<file path="src/rtl/irq_sense_pkg.sv">
package irq_sense_pkg;

    localparam int REG_AW  = 3;
    localparam int DATA_W  = 32;
    localparam int VEC_W   = 7;
    localparam int MAX_EXT = 8;

    // bit positions the behaviour depends on
    localparam int ROUTE_BIT   = 0;
    localparam int MC_DIS_BIT  = 0;
    localparam int MC_STAT_BIT = 31;
    localparam int SENSE_TOP   = 15;

    typedef enum logic [REG_AW-1:0] {
        A_INT_MASK = 3'd0,
        A_EXT_MASK = 3'd1,
        A_SENSE    = 3'd2,
        A_EXT_PEND = 3'd3,
        A_VECTOR   = 3'd4,
        A_MC_CTRL  = 3'd5,
        A_MC_STAT  = 3'd6
    } reg_addr_e;

    typedef struct packed {
        logic [DATA_W-1:0]  int_mask;   // register order, bit 31 = source 0
        logic [MAX_EXT-1:0] ext_mask;   // pin order
        logic               route;
        logic [MAX_EXT-1:0] sense;      // pin order, 1 = falling edge
        logic [MAX_EXT-1:0] edge_pend;  // pin order
        logic               mc_dis;
        logic               mc_stat;
    } ctl_state_t;

endpackage

</file>
<file path="src/rtl/irq_pin_sync.sv">
module irq_pin_sync #(
    parameter int W = 8
) (
    input  logic         clk_i,
    input  logic         rst_ni,
    input  logic [W-1:0] pin_ni,
    output logic [W-1:0] lvl_o,
    output logic [W-1:0] fall_o
);

    typedef struct packed {
        logic [W-1:0] s1;
        logic [W-1:0] s2;
        logic [W-1:0] prev;
    } sync_t;

    sync_t s_d, s_q;

    always_comb begin
        s_d      = s_q;
        s_d.s1   = pin_ni;
        s_d.s2   = s_q.s1;
        s_d.prev = s_q.s2;
    end

    always_ff @(posedge clk_i or negedge rst_ni) begin
        if (!rst_ni) begin
            s_q <= '1;
        end else begin
            s_q <= s_d;
        end
    end

    assign lvl_o  = s_q.s2;
    assign fall_o = s_q.prev & ~s_q.s2;

endmodule

</file>
<file path="src/rtl/irq_prio_enc.sv">
module irq_prio_enc #(
    parameter int N  = 24,
    parameter int VW = 7
) (
    input  logic [N-1:0]  req_i,
    output logic [VW-1:0] vec_o
);

    always_comb begin
        vec_o = '0;
        for (int j = N - 1; j >= 0; j--) begin
            if (req_i[j]) begin
                vec_o = VW'(j + 1);
            end
        end
    end

endmodule

</file>
<file path="src/rtl/irq_sense_ctrl.sv">
module irq_sense_ctrl
    import irq_sense_pkg::*;
#(
    parameter int N_INT = 16,
    parameter int N_EXT = 8
) (
    input  logic              clk_i,
    input  logic              rst_ni,
    input  logic              wr_en_i,
    input  logic [REG_AW-1:0] addr_i,
    input  logic [DATA_W-1:0] wr_data_i,
    output logic [DATA_W-1:0] rd_data_o,
    input  logic [N_INT-1:0]  int_src_ni,
    input  logic [N_EXT-1:0]  ext_pin_ni,
    output logic              irq_o,
    output logic              mchk_o
);

    localparam int N_SRC = N_EXT + N_INT;
    localparam logic [DATA_W-1:0] INT_IMPL = ~({DATA_W{1'b1}} >> N_INT);

    ctl_state_t s_d, s_q;

    logic [N_EXT-1:0] sync_lvl, fall;
    logic [N_EXT-1:0] ext_active, ext_req;
    logic [N_INT-1:0] int_req;
    logic [N_SRC-1:0] req;
    logic [VEC_W-1:0] vec;
    logic             wr_int_mask, wr_ext_mask, wr_sense, wr_pend, wr_mc_ctrl, wr_mc_stat;

    irq_pin_sync #(.W(N_EXT)) u_sync (
        .clk_i  (clk_i),
        .rst_ni (rst_ni),
        .pin_ni (ext_pin_ni),
        .lvl_o  (sync_lvl),
        .fall_o (fall)
    );

    // request vector: externals first so they take the low numbers
    always_comb begin
        for (int k = 0; k < N_EXT; k++) begin
            ext_active[k] = s_q.sense[k] ? s_q.edge_pend[k] : ~sync_lvl[k];
            ext_req[k]    = ext_active[k] & s_q.ext_mask[k];
        end
        if (s_q.route) begin
            ext_req[0] = 1'b0;
        end
        for (int i = 0; i < N_INT; i++) begin
            int_req[i] = ~int_src_ni[i] & s_q.int_mask[DATA_W-1-i];
        end
        req = {int_req, ext_req};
    end

    irq_prio_enc #(.N(N_SRC), .VW(VEC_W)) u_enc (
        .req_i (req),
        .vec_o (vec)
    );

    assign wr_int_mask = wr_en_i && (addr_i == A_INT_MASK);
    assign wr_ext_mask = wr_en_i && (addr_i == A_EXT_MASK);
    assign wr_sense    = wr_en_i && (addr_i == A_SENSE);
    assign wr_pend     = wr_en_i && (addr_i == A_EXT_PEND);
    assign wr_mc_ctrl  = wr_en_i && (addr_i == A_MC_CTRL);
    assign wr_mc_stat  = wr_en_i && (addr_i == A_MC_STAT);

    always_comb begin
        s_d = s_q;
        if (wr_int_mask) begin
            s_d.int_mask = wr_data_i & INT_IMPL;
        end
        if (wr_ext_mask) begin
            for (int k = 0; k < N_EXT; k++) begin
                s_d.ext_mask[k] = wr_data_i[DATA_W-1-k];
            end
            s_d.route = wr_data_i[ROUTE_BIT];
        end
        if (wr_sense) begin
            for (int k = 0; k < N_EXT; k++) begin
                s_d.sense[k] = wr_data_i[SENSE_TOP-k];
            end
        end
        // sticky edge capture, write-one-to-clear, new edge wins
        for (int k = 0; k < N_EXT; k++) begin
            if (s_q.sense[k]) begin
                s_d.edge_pend[k] = fall[k] |
                    (s_q.edge_pend[k] & ~(wr_pend & wr_data_i[DATA_W-1-k]));
            end else begin
                s_d.edge_pend[k] = 1'b0;
            end
        end
        if (wr_mc_ctrl) begin
            s_d.mc_dis = wr_data_i[MC_DIS_BIT];
        end
        s_d.mc_stat = (s_q.route & ext_active[0]) |
                      (s_q.mc_stat & ~(wr_mc_stat & wr_data_i[MC_STAT_BIT]));
    end

    always_ff @(posedge clk_i or negedge rst_ni) begin
        if (!rst_ni) begin
            s_q <= '0;
        end else begin
            s_q <= s_d;
        end
    end

    always_comb begin
        rd_data_o = '0;
        case (addr_i)
            A_INT_MASK: rd_data_o = s_q.int_mask;
            A_EXT_MASK: begin
                for (int k = 0; k < N_EXT; k++) begin
                    rd_data_o[DATA_W-1-k] = s_q.ext_mask[k];
                end
                rd_data_o[ROUTE_BIT] = s_q.route;
            end
            A_SENSE: begin
                for (int k = 0; k < N_EXT; k++) begin
                    rd_data_o[SENSE_TOP-k] = s_q.sense[k];
                end
            end
            A_EXT_PEND: begin
                for (int k = 0; k < N_EXT; k++) begin
                    rd_data_o[DATA_W-1-k] = ext_active[k];
                end
            end
            A_VECTOR:  rd_data_o[VEC_W-1:0] = vec;
            A_MC_CTRL: rd_data_o[MC_DIS_BIT] = s_q.mc_dis;
            A_MC_STAT: rd_data_o[MC_STAT_BIT] = s_q.mc_stat;
            default:   rd_data_o = '0;
        endcase
    end

    assign irq_o  = (vec != '0);
    assign mchk_o = s_q.mc_stat & ~s_q.mc_dis;

    // ---------------- assertions ----------------
    generate
        for (genvar k = 0; k < N_EXT; k++) begin : g_pend_chk
            AST_EDGE_PEND_HOLD: assert property (@(posedge clk_i) disable iff (!rst_ni)
                (s_q.sense[k] && s_q.edge_pend[k] && !wr_sense &&
                 !(wr_pend && wr_data_i[DATA_W-1-k])) |=> s_q.edge_pend[k]);
        end
    endgenerate

    AST_ROUTED_PIN_HIDDEN: assert property (@(posedge clk_i) disable iff (!rst_ni)
        s_q.route |-> (vec != VEC_W'(1)));

    AST_MC_STAT_STICKY: assert property (@(posedge clk_i) disable iff (!rst_ni)
        (s_q.mc_stat && !(wr_mc_stat && wr_data_i[MC_STAT_BIT])) |=> s_q.mc_stat);

    AST_VEC_LOWEST: assert property (@(posedge clk_i) disable iff (!rst_ni)
        (vec != '0) |-> (req[vec - VEC_W'(1)] &&
            ((req & ((N_SRC'(1) << (vec - VEC_W'(1))) - N_SRC'(1))) == '0)));

    AST_EXT_VEC_ENABLED: assert property (@(posedge clk_i) disable iff (!rst_ni)
        ((vec != '0) && (vec <= VEC_W'(N_EXT))) |-> s_q.ext_mask[3'(vec - VEC_W'(1))]);

endmodule

</file>
<file path="config.mk">
export PLATFORM = sky130hd
export DESIGN_NAME = irq_sense_ctrl
export DESIGN_NICKNAME = d
export VERILOG_FILES = /design/src/rtl/irq_sense_pkg.sv /design/src/rtl/irq_pin_sync.sv /design/src/rtl/irq_prio_enc.sv /design/src/rtl/irq_sense_ctrl.sv
export SDC_FILE = /design/constraint.sdc
export NUM_CORES = 1
export LEC_CHECK = 0
export BUFFER_PORTS_ARGS = -buffer_cell sky130_fd_sc_hd__buf_2
export CAP_MARGIN = 20
export CELL_PAD_IN_SITES_DETAIL_PLACEMENT = 1
export CELL_PAD_IN_SITES_GLOBAL_PLACEMENT = 2
export CORE_UTILIZATION = 33
export CTS_BUF_LIST = sky130_fd_sc_hd__clkbuf_2
export CTS_CLUSTER_DIAMETER = 200
export CTS_CLUSTER_SIZE = 40
export DETAILED_ROUTE_END_ITERATION = 10
export PLACE_DENSITY = 0.82
export SLEW_MARGIN = 30
export SYNTH_ARGS = -nofsm -noshare
export SYNTH_HDL_FRONTEND = slang
export SYNTH_SLANG_ARGS = --single-unit
</file>
<file path="constraint.sdc">
create_clock -name clk_i -period 2.1 [get_ports clk_i]
set_input_delay 0.21 -clock clk_i [delete_from_list [all_inputs] [get_ports clk_i]]
set_output_delay 0.21 -clock clk_i [all_outputs]
set_load 0.005 [all_outputs]
</file>
==> run summary <==
The run finished, with violations left. The checks that failed: setup timing. Synthesis handed over a netlist of 318 instances. The top fanout value on the critical path was 3; the buffering stage count on the worst path with inverters included was 1.

The overall track demand over capacity in global routing was 20.3%. From left edge to right edge, the die measures 103 µm. The number of buffers inserted during clock tree synthesis was 9. The synthesized design spends more area on one cell type than any other, namely dfrtp_1. The residual antenna-violating net count after detailed routing was 0.

In the routed layout, each cell is associated on average with a via count of 4.82. The critical path's largest stage delay works out to 570 ps. The number of port buffers was 85. The critical path is of the reg2out type. The largest net degree at the start of global routing was 68; the placeable core region was 9820 µm². The floorplan row count was 36.

The signal on the critical path passes through nand2b_1, and3_4, a31oi_4, or3b_4, a211oi_2, buf_2. Summed over all cells, the static leakage comes to 2.19 nW. TritonCTS built the clock tree. Clock skew on the completed layout was measured at 26.0 ps. For this configuration, the core starts out at a cell density of 34.1%.

The number of antenna violations at the first check in global routing came out at 0. The path type of the worst min-delay path is in2reg. Across the VDD grid, the largest voltage drop is 0.000334 V. The tools report the total number of nets in the final design as 528. Among all stages on the critical path, the largest delay is contributed by dfstp_2. The total number of vias was 2909. The clock latency on the worst-skew pair came out at 550 ps. The logs give 2 for the maximum clock insertion buffer count and 0 for the final antenna diode count. The tools report the routability congestion estimate from global placement as 0.800.

Setup repair after global routing could not meet its margin everywhere. Max-cap violations in this run came to 0. Required time reported for the critical path endpoint: 1890 ps. The share of total power in combinational logic came out at 30.8%. In the post-synthesis netlist, the biggest area contributors are dfrtp_1, dfstp_2, mux2_2. The number of hold violations in the final report is 0, and the number of DRC markers in iteration 0 is 55. The number of search-and-repair iterations in the first detailed-routing pass is 4, and the total negative slack for setup checks is -1640 ps.

The worst setup path is launched from a register. The internal cell power was 2.49 mW; the proportion of netlist area held by the largest area contributor was 32.1%. The cell type group with the largest total delay on the critical path is simple AND/OR/NAND/NOR gates. The design draws 3.71 mW. For the final number of max-transition violations, the log shows 0. After detailed routing, the average wire length per cell comes to 16.7 µm. STA classifies the critical path endpoint as an output port. The minimum setup slack in the final design came out at -349 ps. Compared with the post-synthesis result, the final layout area differs by 42.0%.

The tools report the final-layout worst hold slack as 31.6 ps. The critical path arrival is 2240 ps, and the minimum clock period is 2450 ps. Fill cells in the final layout number 1135. The vertical die dimension was 103 µm; the wire length of the first global-routing pass was 15.8 mm.

For the area of all placed cells without fillers, the log shows 4760 µm². The fraction of power consumed by the clock network is 24.4%, and the detailed-route wire length is 10.1 mm. The layout cell share with drive strength beyond 1 was 46.5%; the setup-violating endpoint count in the final report was 6. For the power spent charging and discharging nets, the log shows 1.21 mW.

For this design the ratio of total power to cell area is 779 nW/µm². In this run the cell area of the synthesized design comes to 3350 µm². Leftover overflow at the end of global routing: 0. The die covers 10600 µm².

The HPWL after detailed placement is 6.96 mm. The boundary pin count came out at 96. The via count of the first global-routing pass is 3094, and the register bit total from synthesis is 67. Of the total power, the share spent switching nets is 32.7%. Clock-pin slew was measured on the worst setup and hold paths at 210 ps. The achievable clock frequency was 408 MHz.

The total placed instance area came out at 4010 µm². The top cell types in the final layout, fill and taps aside, are buf_2, dfrtp_1, dlygate4sd3_1. The logs give 51.0% for the share of synthesized area occupied by flip-flops and latches and 44.7% for the sequential group share of total power. The top flip-flop cell by instance count after synthesis was dfrtp_1. The number of enable flip-flop cells after synthesis came out at 0. The most common cell after layout, fill and taps aside was buf_2.

The final critical path takes up 117% of the cycle. The root buffer cell chosen for the clock tree is clkbuf_2. The Yosys step of the flow raised 0 warnings. Each instance of the synthesized netlist takes up on average 10.5 µm².

The run gives 67 as the clock sink total. The H-tree generated during clock tree synthesis spans 3 levels. Detailed-route DRC error count: 0. Of all flip-flops after synthesis, the portion carrying an async set or reset was 100%. The number of library cell types mapped by synthesis was 46.
==> cell usage after synthesis (all sizes together) (4+ instances only) <==
cell,number
nand2b,23
and2,19
dfrtp,43
nand3,5
nand2,27
inv,12
dfstp,24
a31oi,4
o21ai,17
nor2b,24
a21oi,9
buf,12
nor2,19
a211oi,4
o22a,4
o211ai,4
mux2,27
mux2i,8
==> worst paths after layout <==
path                                   endpoint  slack [ps]             from  depth (start not counted)
max in group asynchronous         u_sync.s_d[8]        1540           rst_ni                          3
worst max-delay path               rd_data_o[3]        -350  u_sync.lvl_o[2]                          6
worst min-delay path                     s_q[0]          30          wr_en_i                          4
worst max register to register           s_q[4]        1060  u_sync.lvl_o[2]                          5
worst min register to register  u_sync.lvl_o[4]         360   u_sync.s_d[12]                          0
min in group asynchronous               s_q[49]         170           rst_ni                          3
==> through the flow <==
step	worst slack [ps]	utilization (%)	cells
finish	-349	48.4	604
detailed placement	120	40.8	541
floorplan	355	-	320
global placement	115	40.8	541
CTS	-415	47.2	599
global route	-470	48.4	604
==> kinds of logic after synthesis <==
group                  after synthesis  share of synthesized area [%]
AOI/OAI and AO/OA                   56                           11.4
other                                1                          0.112
buffers and inverters               25                           3.51
muxes                               35                           11.5
DFF                                 67                           51.0
and+or+nand+nor                    134                           22.6
==> per-layer routing <==
metal  vias up  wire length (µm)  GRT usage, %
met5         -                 0             0
met4         0               216          8.56
met1      1422              4550          24.9
li1       1391                 -             -
met3        13               412          3.93
met2        83              4890          34.8
==> cell type report <==
class | count | area (µm²) | share of cell area (%)
inverter | 12 | 45.0 | 0.947
tap | 133 | 166 | 3.50
multi-input combinational | 228 | 1700 | 35.8
sequential | 67 | 1710 | 35.9
clock inverter | 5 | 77.6 | 1.63
timing repair buffer | 148 | 1000 | 21.0
clock buffer | 11 | 55.1 | 1.16
==> repair_timing <==
| item | in CTS | in global routing |
|---|---|---|
| hold buffers | 34 | 0 |
| setup buffers | 8 | 5 |
| endpoints found under the hold margin | 110 | 0 |
| pin swaps | 13 | 9 |
| setup endpoints to repair | 6 | 6 |
| cloned | 0 | 0 |
| gates resized for setup | 22 | 19 |
==> power groups by stage <==
stage / Combinational [mW] / Sequential (mW) / Clock, mW
6_report: 1.14 / 1.66 / 0.905
5_1_grt: 1.26 / 1.69 / 0.974
4_1_cts: 1.07 / 1.65 / 0.926
3_5_place_dp: 0.900 / 1.67 / 0
3_3_place_gp: 0.869 / 1.65 / 0
2_1_floorplan: 0.591 / 1.62 / 0
==> registers in the layout (all words and copies together), names as in the netlist <==
register,cells
s_q,43
u_sync.lvl_o,8
u_sync.s_d,8
u_sync.s_q,8
==> tightest hold or removal path, cell delays in order <==
cell,delay (ps)
buf_2,130
nand2_1,70
o21ai_0,70
o21ai_0,80
(Power assumes the default switching activity.)
